[src/rtl/clkstop_pkg.sv]
package clkstop_pkg;
  localparam int NGRP     = 4;
  localparam int GRP_CPU  = 0;
  localparam int GRP_PCI  = 1;
  localparam int GRP_FREE = 2;
  localparam int GRP_REF  = 3;
  localparam int SYNC_DEPTH = 2;

  function automatic int cnt_width(input int n);
    return (n < 2) ? 1 : $clog2(n + 1);
  endfunction
endpackage

[src/rtl/clkstop_sync.sv]
module clkstop_sync #(
  parameter int DEPTH = clkstop_pkg::SYNC_DEPTH
) (
  input  logic clk,
  input  logic rst,
  input  logic d,
  output logic q
);
  logic [DEPTH-1:0] chain;

  always_ff @(posedge clk) begin
    if (rst) begin
      chain <= '0;
    end else begin
      chain[0] <= d;
      for (int i = 1; i < DEPTH; i++) chain[i] <= chain[i-1];
    end
  end

  assign q = chain[DEPTH-1];
endmodule

[src/rtl/clkstop_gate.sv]
module clkstop_gate #(
  parameter int STAGES = 0,
  parameter int MIN_ON = 0
) (
  input  logic clk,
  input  logic rst,
  input  logic src,
  input  logic stop_n,
  input  logic pd_ok,
  output logic gclk
);
  logic stop_s;
  logic src_q, src_qq;
  logic fall;
  logic req;
  logic en;
  logic dwell_ok;

  clkstop_sync u_sync (
    .clk (clk),
    .rst (rst),
    .d   (stop_n),
    .q   (stop_s)
  );

  // falling edge of the sampled source: the only moment the enable may move
  assign fall = src_qq & ~src_q;

  if (STAGES == 0) begin : g_direct
    assign req = stop_s;
  end else begin : g_pipe
    logic [STAGES-1:0] pipe;
    always_ff @(posedge clk) begin
      if (rst) begin
        pipe <= '0;
      end else if (fall) begin
        pipe[0] <= stop_s;
        for (int i = 1; i < STAGES; i++) pipe[i] <= pipe[i-1];
      end
    end
    assign req = pipe[STAGES-1];
  end

  if (MIN_ON <= 1) begin : g_nodwell
    assign dwell_ok = 1'b1;
  end else begin : g_dwell
    localparam int CW = clkstop_pkg::cnt_width(MIN_ON);
    localparam logic [CW-1:0] LAST = CW'(MIN_ON - 1);
    logic [CW-1:0] dwell;
    always_ff @(posedge clk) begin
      if (rst || !en) dwell <= '0;
      else if (fall && dwell != LAST) dwell <= dwell + 1'b1;
    end
    assign dwell_ok = (dwell == LAST);
  end

  always_ff @(posedge clk) begin
    if (rst) begin
      src_q  <= 1'b0;
      src_qq <= 1'b0;
      en     <= 1'b0;
      gclk   <= 1'b0;
    end else begin
      src_q  <= src;
      src_qq <= src_q;
      gclk   <= src_q & en;
      if (fall) begin
        if (!pd_ok)                 en <= 1'b0;
        else if (!en)               en <= req;
        else if (!req && dwell_ok)  en <= 1'b0;
      end
    end
  end
endmodule

[src/rtl/clkstop_ctrl.sv]
module clkstop_ctrl #(
  parameter int NCPU       = 2,
  parameter int NPCI       = 5,
  parameter int CPU_STAGES = 2,
  parameter int PCI_STAGES = 0,
  parameter int CPU_MIN_ON = 100,
  parameter int PCI_MIN_ON = 10
) (
  input  logic            clk,
  input  logic            rst,
  input  logic            cpu_src,
  input  logic            pci_src,
  input  logic            ref_src,
  input  logic            cpu_stop_n,
  input  logic            pci_stop_n,
  input  logic            pd_n,
  output logic [NCPU-1:0] cpu_clk,
  output logic [NPCI-1:0] pci_clk,
  output logic            pci_free,
  output logic            ref_clk
);
  import clkstop_pkg::*;

  logic            pd_ok;
  logic [NGRP-1:0] src_v;
  logic [NGRP-1:0] stop_v;
  logic [NGRP-1:0] gclk_v;

  clkstop_sync u_pd_sync (
    .clk (clk),
    .rst (rst),
    .d   (pd_n),
    .q   (pd_ok)
  );

  assign src_v  = {ref_src, pci_src, pci_src, cpu_src};
  assign stop_v = {1'b1, 1'b1, pci_stop_n, cpu_stop_n};

  for (genvar g = 0; g < NGRP; g++) begin : g_grp
    localparam int ST = (g == GRP_CPU) ? CPU_STAGES :
                        (g == GRP_PCI) ? PCI_STAGES : 0;
    localparam int MO = (g == GRP_CPU) ? CPU_MIN_ON :
                        (g == GRP_PCI) ? PCI_MIN_ON : 0;
    clkstop_gate #(
      .STAGES (ST),
      .MIN_ON (MO)
    ) u_gate (
      .clk    (clk),
      .rst    (rst),
      .src    (src_v[g]),
      .stop_n (stop_v[g]),
      .pd_ok  (pd_ok),
      .gclk   (gclk_v[g])
    );
  end

  assign cpu_clk  = {NCPU{gclk_v[GRP_CPU]}};
  assign pci_clk  = {NPCI{gclk_v[GRP_PCI]}};
  assign pci_free = gclk_v[GRP_FREE];
  assign ref_clk  = gclk_v[GRP_REF];
endmodule

[config.mk]
export PLATFORM = sky130hd
export DESIGN_NAME = clkstop_ctrl
export DESIGN_NICKNAME = d
export VERILOG_FILES = /design/src/rtl/clkstop_pkg.sv /design/src/rtl/clkstop_sync.sv /design/src/rtl/clkstop_gate.sv /design/src/rtl/clkstop_ctrl.sv
export SDC_FILE = /design/constraint.sdc
export NUM_CORES = 1
export LEC_CHECK = 0
export CORE_MARGIN = 2
export CORE_UTILIZATION = 53
export DETAILED_ROUTE_END_ITERATION = 16
export PLACE_DENSITY = 0.77
export SLEW_MARGIN = 20
export SYNTH_ARGS = -nofsm -noshare
export SYNTH_HDL_FRONTEND = slang
export SYNTH_SLANG_ARGS = --single-unit
[constraint.sdc]
create_clock -name clk -period 1.6 [get_ports clk]
set_input_delay 0.4 -clock clk [delete_from_list [all_inputs] [get_ports clk]]
set_output_delay 0.4 -clock clk [all_outputs]
set_load 0.05 [all_outputs]
==> flow_summary.json <==
{
  "outcome": "finished clean",
  "avgRoutedWirePerCell_um": 11.1,
  "nets": 165,
  "tightest_slew_ns": 0.507,
  "post-route-period-util_pct": 93.1,
  "critPathSlowestCell": "or4_1",
  "fmax_mhz": 671,
  "slew_viol_final": 0,
  "ir_worst_vdd_mv": 0.774,
  "routed_wl_um": 2050,
  "cpPeakStageDelay_ns": 0.48,
  "tritoncts": "yes",
  "required_ns": 1.86,
  "start_util_pct": 54.8,
  "setup_tns_ns": 0,
  "synth_top_cell_area_share_pct": 52.6,
  "core_sq_um": 2430,
  "worst-path-max-fanout": 4,
  "diodes": 0,
  "ys.warnings.count": 0,
  "relSlewSlack_pct": 65.7,
  "hold_path.class": "flop to flop",
  "gp_congestion": 0.820,
  "cp_cell_sequence": "inv_1 -> ha_1 -> and3b_1 -> or4_1 -> a21oi_1",
  "die_area_sq_um": 2930,
  "final_layout_size_suffix_gt1_share_pct": 14.2,
  "final_antenna_net_count": 0,
  "rows": 18,
  "grt_pass1_wl_um": 3480,
  "stdcell_count": 185,
  "final_hold_viol_count": 0,
  "syn-num-nets": 149,
  "drc_errors": 0,
  "clock_latency_ns": 0.33,
  "finalWorstPathRequiredPeriod_ns": 1.49,
  "dr.first_iter.drc_count": 14,
  "skew_ns": 0.00277,
  "dp_hpwl_um": 1570,
  "seq_area_sq_um": 703,
  "grt_antenna_before_repair": 0,
  "h-tree-depth": 2,
  "yosysTopAreaCell": "dfxtp_1",
  "portBuffers": 16,
  "ys_seq_area_share_pct": 52.6,
  "cts_sinks": 35,
  "die_w_um": 54.1,
  "synth_cell_types": 26,
  "power.leakage_nw": 0.585,
  "grt_pass1_vias": 849,
  "worstSetupStartpointType": "flop",
  "syn2layout_area_growth_pct": 22.4,
  "clk_pin_slew_ns": 0.10,
  "ys_seq_elements": 35,
  "track_usage_pct": 17.2,
  "critPathKind": "flop to flop",
  "ios": 17,
  "crit_path_end_kind": "flop",
  "drv_cap": 0,
  "cts_buffers": 5,
  "grt_overflow": 0,
  "synth_area_sq_um": 1330,
  "dr.pass1.iters": 4,
  "cp.arrival_ns": 1.75,
  "clock_path_buffers": 2,
  "synth.area.top_cells": "dfxtp_1 (53%), nor2b_1 (7.0%), a21oi_1 (4.5%), buf_4 (3.9%), nand2_1 (3.7%)",
  "placedCellCount": 177,
  "fillers": 190,
  "vias_per_cell": 5.28,
  "multi_input_area_sq_um": 553,
  "syn_avg_cell_area_sq_um": 9.66,
  "grt_max_degree": 11,
  "power_density_nw_per_um2": 852,
  "cts_root_buf": "clkbuf_4",
  "setup_violations": 0,
  "netlist_instances": 138,
  "grt_setup_unrepaired": "no",
  "vias": 976,
  "die_h_um": 54.1
}
what timing repair did:
item                       CTS  global route
setup buffers                0             0
hold buffers                 0             0
resized for setup            0             2
setup endpoints to repair    0             3
worst paths after layout:
kind                                          from                          endpoint  slack [ns]  depth (start not counted)
setup / recovery  g_grp[1].u_gate.g_dwell.dwell[1]  g_grp[1].u_gate.g_dwell.dwell[2]        0.11                          5
hold / removal     g_grp[1].u_gate.u_sync.chain[0]   g_grp[1].u_gate.u_sync.chain[1]        0.45                          1
setup reg to reg  g_grp[1].u_gate.g_dwell.dwell[1]  g_grp[1].u_gate.g_dwell.dwell[2]        0.11                          5
hold reg to reg    g_grp[1].u_gate.u_sync.chain[0]   g_grp[1].u_gate.u_sync.chain[1]        0.45                          1
stage by stage:
stage / util [%] / hold WS (ns) / area [sq um] / power (W) / setup slack (ns)
global placement: 64.9 / 0.419 / 1580 / 0.000970 / 0.121
CTS: 67.0 / 0.452 / 1630 / 0.00140 / 0.0406
finish: 67.1 / 0.447 / 1630 / 0.00139 / 0.111
detailed placement: 64.9 / 0.428 / 1580 / 0.000972 / 0.0812
global route: 67.1 / 0.461 / 1630 / 0.00145 / 0.0428
floorplan: - / 0.414 / 1330 / 0.000942 / 0.221
synthesized netlist by cell type:
library cell  count
a211o_2           1
a21o_1            1
a21oi_1          12
a311oi_1          1
a31oi_1           2
and2_1            5
and3b_1           1
buf_4             7
clkbuf_1          3
dfxtp_1          35
ha_1              3
inv_1             4
mux2i_1           4
nand2_1          13
nand2b_1          3
nand3_1           5
nand3b_1          3
nand4b_1          2
nor2_1            2
nor2b_1          15
nor4b_1           1
o21ai_0           6
o31ai_1           2
or3_1             3
or3_2             1
or4_1             3
cell usage in the layout, fill, tap and decap left out, drive strengths merged, types with 2 or more instances in the layout:
cell type      count
a21oi             12
a31oi              2
and2               5
buf               12
clkbuf             7
clkdlybuf4s50      7
dfxtp             35
ha                 3
inv                4
mux2i              4
nand2             13
nand2b             3
nand3              5
nand3b             3
nand4b             2
nor2               2
nor2b             15
o21ai              6
o31ai              2
or3                4
or4                3
where the power goes:
part	switching [W]	total [W]	internal, W
registers	0.00000961	0.000897	0.000888
logic	0.0000202	0.0000535	0.0000333
clock network	0.000268	0.000439	0.000171
routing by layer:
metal  up-vias  global-route usage (%)  wire length [um]
met5         -                       0                 0
met4         0                    8.75                39
met3         6                    8.61               120
met2        23                    26.3               960
met1       445                    19.8               933
li1        502                       -                 -
sequential cells by signal, summed over array words and instances, names as in the netlist:
signal and cells:
u_pd_sync.chain 2, g_grp.u_gate.u_sync.chain 6, g_grp.u_gate.src_q 3, g_grp.u_gate.g_dwell.dwell 11
g_grp.u_gate.en 4, g_grp.u_gate.gclk 4, g_grp.u_gate.g_pipe.pipe 2, g_grp.u_gate.src_qq 3
cell type report:
type                       count  share of cell area (%)
inverter                       4                   0.920
sequential                    35                    43.1
multi-input combinational     89                    33.9
clock buffer                   7                    2.76
timing repair buffer          19                    16.7
tap                           30                    2.30
clock inverter                 1                   0.307
cell families (layout without fill, tap and decap cells):
kind of cell,after synthesis,count (layout),share of synthesized area [%]
AO/OA/AOI/OAI,25,25,10.8
multiplexers,4,4,3.00
adder cells (fa/ha/maj),3,3,2.82
AND/OR/NAND/NOR,57,57,24.9
buffers and inverters,14,31,5.92
flip-flops,35,35,52.6
worst max-delay path: cells and delay by family, from the launching register on:
kind / cells / cell delay [ns]
compound gates: 1 / 0.17
fa+ha+maj: 1 / 0.18
buf+inv: 1 / 0.05
flops: 1 / 0.37
simple gates: 2 / 0.66
Power figures use the tool's default switching activity.
